## config.mk

```make
export PLATFORM = sky130hd
export DESIGN_NAME = adc_scan_host
export DESIGN_NICKNAME = d
export VERILOG_FILES = /design/src/rtl/adc_scan_pkg.sv /design/src/rtl/adc_scan_divider.sv /design/src/rtl/adc_scan_eoc_sync.sv /design/src/rtl/adc_scan_host.sv
export SDC_FILE = /design/constraint.sdc
export NUM_CORES = 1
export LEC_CHECK = 0
export BUFFER_PORTS_ARGS = -buffer_cell sky130_fd_sc_hd__buf_4
export CAP_MARGIN = 0
export CORE_UTILIZATION = 60
export CTS_BUF_LIST = sky130_fd_sc_hd__clkbuf_4
export CTS_CLUSTER_DIAMETER = 30
export DETAILED_ROUTE_END_ITERATION = 12
export PLACE_DENSITY = 0.93
export SYNTH_ARGS = -nofsm -noshare
export SYNTH_HDL_FRONTEND = slang
export SYNTH_SLANG_ARGS = --single-unit
```

## constraint.sdc

```tcl
create_clock -name clk -period 2.75 [get_ports clk]
set_input_delay 0.1375 -clock clk [delete_from_list [all_inputs] [get_ports clk]]
set_output_delay 0.1375 -clock clk [all_outputs]
set_load 0.01 [all_outputs]
```

## src/rtl/adc_scan_pkg.sv

```systemverilog
package adc_scan_pkg;

    typedef enum logic [1:0] {
        ST_IDLE,
        ST_FRAME,
        ST_CONVWAIT,
        ST_READ
    } scan_state_e;

endpackage

```

## src/rtl/adc_scan_divider.sv

```systemverilog
// Half-period strobe generator for the serial clock. The counter restarts
// whenever it is disabled, so every burst begins with a full half period.
module adc_scan_divider #(
    parameter int HALF = 2
) (
    input  logic clk,
    input  logic rst,
    input  logic en,
    output logic tick
);

    generate
        if (HALF == 1) begin : g_direct
            logic unused_ok;
            assign unused_ok = clk ^ rst;
            assign tick = en;
        end else begin : g_count
            localparam int CW = $clog2(HALF);
            localparam logic [CW-1:0] LAST = CW'(HALF - 1);

            logic [CW-1:0] cnt_d, cnt_q;

            always_comb begin
                cnt_d = cnt_q;
                if (!en || cnt_q == LAST) begin
                    cnt_d = '0;
                end else begin
                    cnt_d = cnt_q + 1'b1;
                end
            end

            always_ff @(posedge clk) begin
                if (rst) begin
                    cnt_q <= '0;
                end else begin
                    cnt_q <= cnt_d;
                end
            end

            assign tick = en && (cnt_q == LAST);
        end
    endgenerate

endmodule

```

## src/rtl/adc_scan_eoc_sync.sv

```systemverilog
// Multi-stage synchronizer for the end-of-conversion line with a falling-edge
// detector behind it. All stages reset to the idle-high level.
module adc_scan_eoc_sync #(
    parameter int STAGES = 2
) (
    input  logic clk,
    input  logic rst,
    input  logic eoc_in,
    output logic fall
);

    logic [STAGES-1:0] sync_d, sync_q;
    logic              last_d, last_q;

    generate
        for (genvar i = 0; i < STAGES; i++) begin : g_stage
            if (i == 0) begin : g_first
                assign sync_d[i] = eoc_in;
            end else begin : g_next
                assign sync_d[i] = sync_q[i-1];
            end
        end
    endgenerate

    assign last_d = sync_q[STAGES-1];

    always_ff @(posedge clk) begin
        if (rst) begin
            sync_q <= '1;
            last_q <= 1'b1;
        end else begin
            sync_q <= sync_d;
            last_q <= last_d;
        end
    end

    assign fall = last_q & ~sync_q[STAGES-1];

endmodule

```

## src/rtl/adc_scan_host.sv

```systemverilog
module adc_scan_host #(
    parameter int SCLK_DIV    = 4,
    parameter int CMD_W       = 8,
    parameter int DATA_W      = 16,
    parameter int MAX_CONV    = 2,
    parameter int TIMEOUT_CYC = 4096,
    parameter int SYNC_STAGES = 2
) (
    input  logic                                clk,
    input  logic                                rst,
    input  logic                                start,
    input  logic [CMD_W-1:0]                    cmd,
    input  logic [$clog2(MAX_CONV+1)-1:0]       words,
    output logic                                busy,
    output logic                                result_valid,
    output logic [DATA_W*MAX_CONV-1:0]          result_data,
    output logic                                timeout_err,
    output logic                                adc_cs_n,
    output logic                                adc_sclk,
    output logic                                adc_din,
    input  logic                                adc_dout,
    input  logic                                adc_eoc
);

    import adc_scan_pkg::*;

    localparam int HALF         = SCLK_DIV / 2;
    localparam int FRAME_PULSES = 2 * CMD_W;
    localparam int RES_W        = DATA_W * MAX_CONV;
    localparam int MAX_PULSES   = (FRAME_PULSES > RES_W) ? FRAME_PULSES : RES_W;
    localparam int ECW          = $clog2(MAX_PULSES + 1);
    localparam int WCW          = $clog2(MAX_CONV + 1);
    localparam int TCW          = $clog2(TIMEOUT_CYC + 1);

    localparam logic [ECW-1:0] FRAME_END = ECW'(FRAME_PULSES);
    localparam logic [TCW-1:0] WAIT_LAST = TCW'(TIMEOUT_CYC - 1);
    localparam logic [WCW-1:0] WORDS_MAX = WCW'(MAX_CONV);

    typedef struct packed {
        scan_state_e      state;
        logic             cs_n;
        logic             sclk;
        logic             din;
        logic [CMD_W-1:0] cmd_sh;
        logic [ECW-1:0]   pulses;
        logic [WCW-1:0]   nwords;
        logic [RES_W-1:0] rx_sh;
        logic [TCW-1:0]   timer;
        logic             valid;
        logic [RES_W-1:0] result;
        logic             err;
    } regs_t;

    regs_t r_d, r_q;

    logic           half_tick;
    logic           eoc_fall;
    logic           clk_en;
    logic [ECW-1:0] read_pulses;
    logic [WCW-1:0] words_eff;

    assign clk_en = (r_q.state == ST_FRAME) || (r_q.state == ST_READ);

    adc_scan_divider #(
        .HALF (HALF)
    ) u_div (
        .clk  (clk),
        .rst  (rst),
        .en   (clk_en),
        .tick (half_tick)
    );

    adc_scan_eoc_sync #(
        .STAGES (SYNC_STAGES)
    ) u_eoc (
        .clk    (clk),
        .rst    (rst),
        .eoc_in (adc_eoc),
        .fall   (eoc_fall)
    );

    // Word count as used for this scan: zero reads one word, excess is capped.
    always_comb begin
        if (words == '0) begin
            words_eff = WCW'(1);
        end else if (words > WORDS_MAX) begin
            words_eff = WORDS_MAX;
        end else begin
            words_eff = words;
        end
    end

    assign read_pulses = ECW'(r_q.nwords) * ECW'(DATA_W);

    always_comb begin
        r_d       = r_q;
        r_d.valid = 1'b0;

        case (r_q.state)
            ST_IDLE: begin
                if (start) begin
                    r_d.state  = ST_FRAME;
                    r_d.cs_n   = 1'b0;
                    r_d.sclk   = 1'b0;
                    r_d.din    = cmd[CMD_W-1];
                    r_d.cmd_sh = {cmd[CMD_W-2:0], 1'b0};
                    r_d.pulses = '0;
                    r_d.nwords = words_eff;
                    r_d.rx_sh  = '0;
                    r_d.timer  = '0;
                    r_d.err    = 1'b0;
                end
            end

            ST_FRAME: begin
                if (half_tick) begin
                    if (!r_q.sclk) begin
                        r_d.sclk   = 1'b1;
                        r_d.pulses = r_q.pulses + 1'b1;
                    end else begin
                        r_d.sclk   = 1'b0;
                        r_d.din    = r_q.cmd_sh[CMD_W-1];
                        r_d.cmd_sh = {r_q.cmd_sh[CMD_W-2:0], 1'b0};
                        if (r_q.pulses == FRAME_END) begin
                            r_d.state  = ST_CONVWAIT;
                            r_d.din    = 1'b0;
                            r_d.pulses = '0;
                            r_d.timer  = '0;
                        end
                    end
                end
            end

            ST_CONVWAIT: begin
                if (eoc_fall) begin
                    r_d.state  = ST_READ;
                    r_d.pulses = '0;
                end else if (r_q.timer == WAIT_LAST) begin
                    r_d.state = ST_IDLE;
                    r_d.cs_n  = 1'b1;
                    r_d.err   = 1'b1;
                end else begin
                    r_d.timer = r_q.timer + 1'b1;
                end
            end

            ST_READ: begin
                if (half_tick) begin
                    if (!r_q.sclk) begin
                        r_d.sclk   = 1'b1;
                        r_d.rx_sh  = {r_q.rx_sh[RES_W-2:0], adc_dout};
                        r_d.pulses = r_q.pulses + 1'b1;
                    end else begin
                        r_d.sclk = 1'b0;
                        if (r_q.pulses == read_pulses) begin
                            r_d.state  = ST_IDLE;
                            r_d.cs_n   = 1'b1;
                            r_d.valid  = 1'b1;
                            r_d.result = r_q.rx_sh;
                        end
                    end
                end
            end

            default: begin
                r_d.state = ST_IDLE;
                r_d.cs_n  = 1'b1;
                r_d.sclk  = 1'b0;
                r_d.din   = 1'b0;
            end
        endcase
    end

    always_ff @(posedge clk) begin
        if (rst) begin
            r_q.state  <= ST_IDLE;
            r_q.cs_n   <= 1'b1;
            r_q.sclk   <= 1'b0;
            r_q.din    <= 1'b0;
            r_q.cmd_sh <= '0;
            r_q.pulses <= '0;
            r_q.nwords <= '0;
            r_q.rx_sh  <= '0;
            r_q.timer  <= '0;
            r_q.valid  <= 1'b0;
            r_q.result <= '0;
            r_q.err    <= 1'b0;
        end else begin
            r_q <= r_d;
        end
    end

    assign busy         = (r_q.state != ST_IDLE);
    assign result_valid = r_q.valid;
    assign result_data  = r_q.result;
    assign timeout_err  = r_q.err;
    assign adc_cs_n     = r_q.cs_n;
    assign adc_sclk     = r_q.sclk;
    assign adc_din      = r_q.din;

endmodule

```

# Yosys cells after proc, flatten, opt, wreduce, memory -nomap -nowiden
# Index checks and enable logic that the tools add are counted.
# word_totals
elab_cells,109
output_inout_bits,38
regBits,104
# classes
eq_ne,20
reduce_logical,25
mux,40
n_addsub,3
bitwise_logic,5
magnitude_cmp,1
# ops
op,count
2-to-1 mux 66 bit,1
2-to-1 mux 13 bit,5
2-to-1 mux 32 bit,2
one-hot mux 32 bit (2 select lines),1
one-hot mux 13 bit (3 select lines),1
2-to-1 mux 33 bit,1
2-to-1 mux 6 bit,5
one-hot mux 6 bit (4 select lines),1
inequality test 2 bit (second input constant),10
AND reduction 4 bit,5
one-hot mux 9 bit (2 select lines),1
2-to-1 mux 16 bit,1
AND reduction 7 bit,2
adder 13 x 1 -> 13 bit (second input constant),1
equality test 13 x 12 -> 1 bit (second input constant),1
2-to-1 mux 2 bit,6
2-to-1 mux 3 bit,3
2-to-1 mux 9 bit,1
nonzero test 3 bit,3
one-hot mux 2 bit (4 select lines),1
AND reduction 8 bit,1
nonzero test 2 bit,4
adder 6 x 1 -> 6 bit (second input constant),1
equality test 6 x 5 -> 1 bit (second input constant),1
other kinds (22),35

# Longest topological paths before layout
# Gate-level depths: netlist of the first run.
# depth
depth_word,5
ltp_mapped,10

# Cells and area by module
# Synthesis of the first run repeated with hierarchy kept, for this count alone.
# hier_totals
cells_unflattened,567
hier_area_um2,4613.2
# modules_own_cells
module,area_each_um2,cells_per_inst,seq_area_each_um2,instances
adc_scan_host,4488.1,557,1981.9,1
adc_scan_eoc_sync,85.1,7,60.1,1
adc_scan_divider,40.0,3,20.0,1

# Worst setup path after synthesis of the first run
# Ideal clock, no wire load.
# synth_timing
path_kind,reg-to-reg
from,register r_q[98] (netlist bit)
to,register r_q[45] (netlist bit)
t_arrival_ns,2.403
synth_period_minus_slack_ns,2.473
slack_ns,0.277
setup_time_ns,0.070
path_buffers,2
path_stages_with_launch,10
cell_sequence,dfxtp_1 inv_1 ha_1 buf_4 nor2b_1 a2111oi_2 or3b_1 clkbuf_2 or4_1 a21oi_1
# synth_between
elab_chain_cells,5
word_cells_on_any_way,15
# synth_rtl
element,line,source
from (decl),adc_scan_host.sv:54,"regs_t r_d, r_q;"
from (signal assigned),adc_scan_host.sv:189,r_q <= r_d;
equality test 2 x 1 -> 1 bit / equality test 2 bit (equally long branches),"adc_scan_host.sv:62, adc_scan_host.sv:99",
logical OR 1 bit,adc_scan_host.sv:62,assign clk_en = (r_q.state == ST_FRAME) || (r_q.state == ST_READ);
logical AND 1 bit,adc_scan_divider.sv:40,assign tick = en && (cnt_q == LAST);
inequality test 2 bit (no line),-,
AND reduction 7 bit (no line),-,
# Parallel ways exist; a longest one is shown, timed or not.
# A chain may end at the register's enable or synchronous reset.

# Worst setup path after layout of the first run
# layout_timing
from,register r_q[98] (netlist bit)
to,register r_q[43] (netlist bit)
# Same word-level chain as after synthesis.

==> reports/results.tsv, run 1 <==
stage	metric	value	unit
yosys	syn_nets	583	
sta	slew_headroom	0.3792	
sta	finalWorstSetupSlack	145.6	ps
drt	drt_pass1_iterations	5	
critical_path	worst_ep_required_time	3160	ps
sta	fin_tns_setup	0	ps
yosys	ys_async_sr_fraction	0	
clock_network	cts.path.max_buffers	2	
drt	drt-vias-per-instance	5.819	
drt	number_of_drc_markers_in_iteration_0	310	
yosys	synth.lib_cells_used.distinct	46	
sta	setup_viol	0	
clock_network	clk_lat_worst_skew	480	ps
yosys	synth_edf_count	0	
clock_network	cts_tree	built	
critical_path	critical_path.cell_chain	inv_1 > ha_1 > and3b_1 > a2111oi_2 > or3b_4 > or4_1 > a21oi_1	
sta	timing_max_transition_violations_final	0	
clock_network	cts_sinks	103	
global_route	global_route_wire_length_before_repair	15460	um
yosys	synth-warning-count	0	
pwr	leakagePower	1.753	nW
yosys	post_synth_inst_count	560	
layout	final_nets	593	
clock_network	cts_root_buffer	clkbuf_4	
placed_design	globalplace.congestion	0.8682	
placed_design	port_buffer_cells	51	
worst_hold_path	hold_depth	3	
flow_run	maxCapViolations	0	
critical_path	cp_slowest_stage_delay	540	ps
critical_path	r2r_start	r_q[98]	
floorplanning	floorplan.initialDensity	0.6203	
placed_design	worst_slack_placed	37.13	ps
pwr	peak_supply_drop	438.5	uV
yosys	synth.top_cell.area_share	0.4583	
worst_hold_path	timing.hold.worst_endpoint	r_q[91]	
critical_path	worstPathArrival	3010	ps
yosys	synth_seq_area_share	0.4583	
placed_design	dpl.hpwl	6102	um
floorplanning	core_area	0.007253	mm2
layout	nFillCells	572	
pwr	p_per_area	671.8	mW/mm2
critical_path	crit_buf_inv	1	
worst_hold_path	hold_path.startpoint	cmd[3]	
worst_hold_path	hold_class	in -> reg	
layout	flow.area_growth_from_synthesis	9.761	%
critical_path	worstSetupEndpointType	flop	
critical_path	r2r-end	r_q[43]	
drt	routedWlPerCell	13.76	um
yosys	synth_largest_area_cell	dfxtp_1	
sta	rsz0062_at_grt	false	
sta	min_period_over_period	0.9470	
critical_path	critPathMaxFanout	14	
global_route	via_count_of_the_first_global_routing_pass	3433	
clock_network	clk_pin_slew	170	ps
critical_path	critical-path-top-delay-family	simple AND/OR/NAND/NOR gates	
sta	finalHoldViolations	0	
global_route	grt_max_degree	96	
clock_network	ctsHtreeMaxLevel	3	
floorplanning	width_of_the_chip	88.60	um
layout	n_antenna_cell	0	
layout	regArea	0.002062	mm2
critical_path	r2r_cells	7	
clock_network	cts_bufs_inserted	9	
floorplanning	die-area	0.007849	mm2
pwr	power	3.318	mW
outcome	outcome	complete, no violations	
floorplanning	chipHeight	88.60	um
drt	routed_wl	9271	um
yosys	post_synth_main_area_contributors	dfxtp_1 (46%), a21oi_1 (9.9%), nand2_1 (9.3%)	
critical_path	timing.critical_path.slowest_stage_cell	or4_1	
yosys	synth.cells.most_frequent	nand2_1 (111), dfxtp_1 (103), a21oi_1 (89), nand3_1 (42), clkbuf_1 (36)	
sta	timing.hold.ws	22.78	ps
yosys	netlist_area	0.004499	mm2
global_route	grt_antenna_before_repair	0	
critical_path	worst_setup_path_start_kind	flop	
yosys	synth_seq_cells	103	
global_route	grt_util_all_layers	0.2519	
sta	worst_clock_skew	24.45	ps
global_route	global_route.overflow_total	0	
critical_path	rrSetupSlack	150	ps
critical_path	crit_cells	7	
yosys	synth_most_common_cell	nand2_1	
layout	final_core_util	0.6809	
drt	drc	0	
drt	route.vias.total	3922	
yosys	dominantRegCellSynth	dfxtp_1	
floorplanning	number_of_placement_rows	31	
sta	max_freq	384.0	MHz
drt	antenna_left	0	
yosys	postSynthAreaPerCell	8.034	um2
sta	slew_at_the_pin_closest_to_its_max_slew_limit	931.2	ps
sta	period_minus_slack	2604	ps
floorplanning	io_pins	53	
layout	layout-drive-gt1-share	0.1548	
layout	multiInputGateArea	0.002016	mm2
critical_path	timing_worst_setup_path_type	reg -> reg	
[registers in the layout (all words and copies together) (netlist names)]
name and cells:
u_div.g_count.cnt_q 1, u_eoc.last_q 1, adc_sclk 1, result_valid 1, u_eoc.sync_q 2, r_q 62, result_data 32, adc_din 1
adc_cs_n 1, timeout_err 1
[per-stage QoR]
| step | cell area (um2) | instances |
|---|---|---|
| finish | 4938 | 674 |
| global route | 4938 | 674 |
| CTS | 4926 | 673 |
| detailed placement | 4725 | 652 |
| global placement | 4725 | 652 |
| floorplan | 4499 | 560 |
[report_power, final]
part	total (mW)	switching, mW	internal [mW]	leakage, nW
Combinational	0.914	0.600	0.314	0.839
Sequential	1.61	0.0488	1.56	0.833
Clock	0.793	0.566	0.227	0.0809
Total	3.32	1.21	2.10	1.75
[kinds of logic after synthesis]
family	after synthesis	share of synthesized area
DFF	103	0.4583
buffers and inverters	81	0.09538
xor gates and xnor gates	2	0.003894
adders and majority gates	8	0.02225
and+or+nand+nor	220	0.2264
AOI/OAI and AO/OA	145	0.1916
muxes	1	0.002225
[worst min-delay path, cell delays in order]
cell      delay [ps]
buf_4            110
a22oi_1          130
a211oi_1          90
[what timing repair did]
action | CTS | global route
gates resized for setup | 1 | 1
hold buffers | 5 | 0
buffers inserted | 0 | 1
endpoints found under the hold margin | 5 | 0
setup endpoints to repair | 1 | 2
[metal layers]
layer | routed length [um] | part of all wire | GRT usage
met5 | 0 | 0 | 0
met2 | 4596 | 0.50 | 0.4252
met3 | 395 | 0.043 | 0.03918
met1 | 4098 | 0.44 | 0.3165
met4 | 180 | 0.019 | 0.1188
[how the worst max path moves through the flow]
stage / startpoint / end / slack (ps)
6_report: r_q[98] / r_q[43] / 150
5_1_grt: r_q[98] / r_q[43] / 20
3_3_place_gp: r_q[98] / r_q[39] / 200
3_5_place_dp: r_q[98] / r_q[43] / 40
2_1_floorplan: r_q[98] / r_q[45] / 280
4_1_cts: r_q[98] / r_q[43] / 130
[area by class of cell]
type | instances | area share
inverters | 10 | 0.007601
repair buffers | 70 | 0.1115
flip-flops and latches | 103 | 0.4175
multi-input cells | 376 | 0.4082
clock inverters | 7 | 0.01647
clock buffers | 9 | 0.01368
well taps | 99 | 0.02508
[cells in the final DEF (no fill, tap or decap), types with 2 or more instances in the layout]
cell type      Yosys  routed
a211oi_1          10      10
and3_1             5       5
a22oi_1            6       6
a41oi_1            3       3
inv_1             10      10
nor4_1             3       3
nand2_1          111     111
a21oi_1           89      89
nand3_1           42      42
o21ai_0           12      12
or3b_4             1       2
buf_4             33      64
nor2_1            22      22
dlygate4sd3_1      0       5
nor2b_1            3       3
or2_2              4       4
xor2_1             2       2
inv_8              0       2
nor3_1             3       3
or3_1              3       3
o211ai_1           2       2
inv_6              0       2
nand2b_1           5       5
clkbuf_4           0       9
or4_1              6       6
ha_1               8       8
nand4_1            2       2
o21a_1             3       3
dfxtp_1          103     103
nand4b_1           2       2
a31oi_1            5       5
a311oi_1           6       6
o41ai_1            3       3
No activity file was read; power rests on OpenSTA's default activity.
==> run 2, diff against run 1 <==
--- a/config.mk
+++ b/config.mk
@@ -5,13 +5,14 @@
 export SDC_FILE = /design/constraint.sdc
 export NUM_CORES = 1
 export LEC_CHECK = 0
+export ABC_AREA = 1
 export BUFFER_PORTS_ARGS = -buffer_cell sky130_fd_sc_hd__buf_4
 export CAP_MARGIN = 0
 export CORE_UTILIZATION = 60
 export CTS_BUF_LIST = sky130_fd_sc_hd__clkbuf_4
 export CTS_CLUSTER_DIAMETER = 30
 export DETAILED_ROUTE_END_ITERATION = 12
-export PLACE_DENSITY = 0.93
+export PLACE_DENSITY = 0.92
 export SYNTH_ARGS = -nofsm -noshare
 export SYNTH_HDL_FRONTEND = slang
 export SYNTH_SLANG_ARGS = --single-unit
==> run 2 against run 1 <==
- first-iteration DRC count shrank 28%
- total power up 13%
- sequential share of layout area decreased by 2.1 points
- clock power rose by 4.3%
- cell count grew 13%
- global-route usage fell by 0.96 points
- clock skew down 8.6 ps
- combinational power is 37% higher
- register-to-register slack improved by 190 ps
==> reports/results.tsv, run 2 <==
stage	metric	value	unit	change
sta	worst_clock_skew	15.82	ps	-8.634 ps
pwr	power	3.736	mW	+13%
layout	max_flop_register	r_q		
drt	drt_pass1_iterations	5		unchanged
layout	final_nets	680		+15%
pwr	leakagePower	2.066	nW	+18%
critical_path	worst_setup_path_startpoint	r_q[99]		
global_route	grt_max_degree	66		-31%
clock_network	clk_pin_slew	150	ps	-20 ps
critical_path	critPathMaxFanout	64		+50
drt	antenna_left	0		unchanged
yosys	postSynthAreaPerCell	7.466	um2	-7.1%
sta	fin_tns_setup	0	ps	unchanged
yosys	synth_most_common_cell	nand2_1		
global_route	via_count_of_the_first_global_routing_pass	3813		+11%
yosys	syn_nets	667		+14%
floorplanning	floorplan.initialDensity	0.6222		+0.001927
yosys	synth_seq_area_share	0.4288		-0.02946
drt	drc	0		unchanged
critical_path	r2r_start	r_q[99]		
critical_path	timing_worst_setup_path_type	reg -> reg		
placed_design	port_buffer_cells	51		unchanged
layout	largest_register_ff_count	62		unchanged
flow_run	maxCapViolations	0		unchanged
clock_network	cts_root_buffer	clkbuf_4		
drt	drt-vias-per-instance	5.436		-6.6%
clock_network	cts.path.max_buffers	2		unchanged
sta	min_period_over_period	0.8781		-0.06892
pwr	peak_supply_drop	617.6	uV	+41%
global_route	global_route_wire_length_before_repair	16400	um	+6.1%
floorplanning	io_pins	53		unchanged
yosys	synth_seq_cells	103		unchanged
critical_path	worst_ep_required_time	3130	ps	-30 ps
layout	regArea	0.002062	mm2	unchanged
yosys	synth_edf_count	0		unchanged
sta	period_minus_slack	2415	ps	-189.5 ps
floorplanning	die-area	0.008376	mm2	+6.7%
outcome	outcome	complete, no violations		
clock_network	cts_post_setup_buffers_inserted	0		unchanged
yosys	synth.top_cell.area_share	0.4288		-0.02946
critical_path	worst_setup_path_start_kind	flop		
floorplanning	chipHeight	91.52	um	+3.3%
yosys	synth.cells.most_frequent	nand2_1 (113), dfxtp_1 (103), a21oi_1 (90), inv_1 (72), o21ai_0 (49)		
clock_network	cts_tree	built		
layout	nFillCells	620		+8.4%
yosys	synth-warning-count	0		unchanged
placed_design	worst_slack_placed	202.9	ps	+165.8 ps
sta	slew_at_the_pin_closest_to_its_max_slew_limit	722.8	ps	-208.4 ps
layout	layout-drive-gt1-share	0.1269		-0.02789
critical_path	worstSetupEndpointType	flop		
layout	multiInputGateArea	0.002067	mm2	+2.5%
yosys	ys_async_sr_fraction	0		unchanged
yosys	dominantRegCellSynth	dfxtp_1		
yosys	synth_largest_area_cell	dfxtp_1		
sta	finalWorstSetupSlack	335.2	ps	+189.5 ps
placed_design	globalplace.congestion	0.8652		-0.35%
clock_network	cts_bufs_inserted	9		unchanged
drt	routedWlPerCell	12.74	um	-7.4%
drt	routed_wl	9732	um	+5.0%
clock_network	ctsHtreeMaxLevel	3		unchanged
drt	number_of_drc_markers_in_iteration_0	222		-28%
floorplanning	core_area	0.007727	mm2	+6.5%
worst_hold_path	hold_path.startpoint	cmd[2]		
global_route	global_route.overflow_total	0		unchanged
yosys	post_synth_main_area_contributors	dfxtp_1 (43%), a21oi_1 (9.4%), nand2_1 (8.8%)		
yosys	synth.lib_cells_used.distinct	33		-28%
sta	slew_headroom	0.5163		+0.1372
sta	timing_max_transition_violations_final	0		unchanged
critical_path	worstPathArrival	2800	ps	-210 ps
layout	n_antenna_cell	0		unchanged
layout	layout_commonest_cell	nand2_1		
sta	max_freq	414.1	MHz	+7.8%
global_route	grt_util_all_layers	0.2424		-0.009564
floorplanning	number_of_placement_rows	32		+3.2%
pwr	p_per_area	717.7	mW/mm2	+6.8%
clock_network	clk_lat_worst_skew	460	ps	-20 ps
worst_hold_path	hold_class	in -> reg		
sta	finalHoldViolations	0		unchanged
yosys	post_synth_inst_count	644		+15%
drt	route.vias.total	4153		+5.9%
sta	setup_viol	0		unchanged
floorplanning	width_of_the_chip	91.52	um	+3.3%
global_route	grt_antenna_before_repair	0		unchanged
sta	rsz0062_at_grt	false		
placed_design	dpl.hpwl	6539	um	+7.2%
yosys	netlist_area	0.004808	mm2	+6.9%
clock_network	cts_sinks	103		unchanged
layout	flow.area_growth_from_synthesis	8.275	%	
layout	layout_common_cells	nand2_1 (113), dfxtp_1 (103), a21oi_1 (90)		
-- run 2: cell count changes after synthesis, moves of 5 or more --
cell,delta
nor2_1,+17
a311oi_1,-6
buf_2,+11
nand4_1,+6
nand2b_1,-5
or4_1,-6
clkbuf_1,-19
inv_1,+62
nand3b_1,+33
nand3_1,-15
a211oi_1,-9
and3_1,-5
o21ai_0,+37
-- run 2: cell families after synthesis --
family                   Yosys count  synth area share
AO/OA/AOI/OAI                    156            0.1707
AND/OR/NAND/NOR                  235            0.2305
buffers and inverters            138            0.1418
adder cells (fa/ha/maj)            8           0.02082
flip-flops                       103            0.4288
XOR/XNOR                           4          0.007285
-- run 2: routing by layer --
layer  track usage  wire length [um]  up-vias
met4       0.09656               191        0
met3       0.05360               540       18
met1        0.2835              4292     1897
met5             0                 0        -
li1              -                 -     2097
met2        0.4273              4708      141
-- run 2: layout make-up --
type,count,share of cell area
multi-input combinational,403,0.3970
sequential,103,0.3961
timing repair buffer,66,0.09998
inverter,74,0.05335
tap,102,0.02451
clock inverter,6,0.01466
clock buffer,10,0.01442
-- run 2: repair_timing --
action	CTS	global route
hold buffers	10	0
resized for setup	0	1
setup endpoints to repair	0	32
hold endpoints to repair	11	0
-- run 2: worst paths after layout --
kind	end	slack [ps]	depth (start not counted)
setup / recovery	r_q[47]	340	7
hold / removal	r_q[90]	20	3
setup reg to reg	r_q[47]	340	7
hold reg to reg	u_eoc.sync_q[1]	430	1
-- run 2: report_power, final --
group / total (mW) / switching (mW) / internal (mW)
combinational: 1.25 / 0.814 / 0.433
sequential: 1.66 / 0.0724 / 1.59
clock: 0.827 / 0.522 / 0.305
total: 3.74 / 1.41 / 2.33
-- run 2: worst max-delay path, stage by stage, from the launching register on --
cell,delay (ps)
dfxtp_1,370
inv_1,140
ha_2,410
nor2_1,150
o21ai_2,290
nand3_4,490
nand3b_1,340
a21oi_1,150
-- run 2: through the flow --
| stage | cell area, um2 | cells | utilization | hold slack [ps] |
|---|---|---|---|---|
| after floorplan | 4808 | 644 | - | 241.3 |
| after global placement | 4952 | 738 | 0.6409 | 324.4 |
| after detailed placement | 4952 | 738 | 0.6409 | 327.9 |
| after CTS | 5204 | 764 | 0.6734 | 4.570 |
| after global routing | 5206 | 764 | 0.6737 | 9.230 |
| final | 5206 | 764 | 0.6737 | 18.24 |
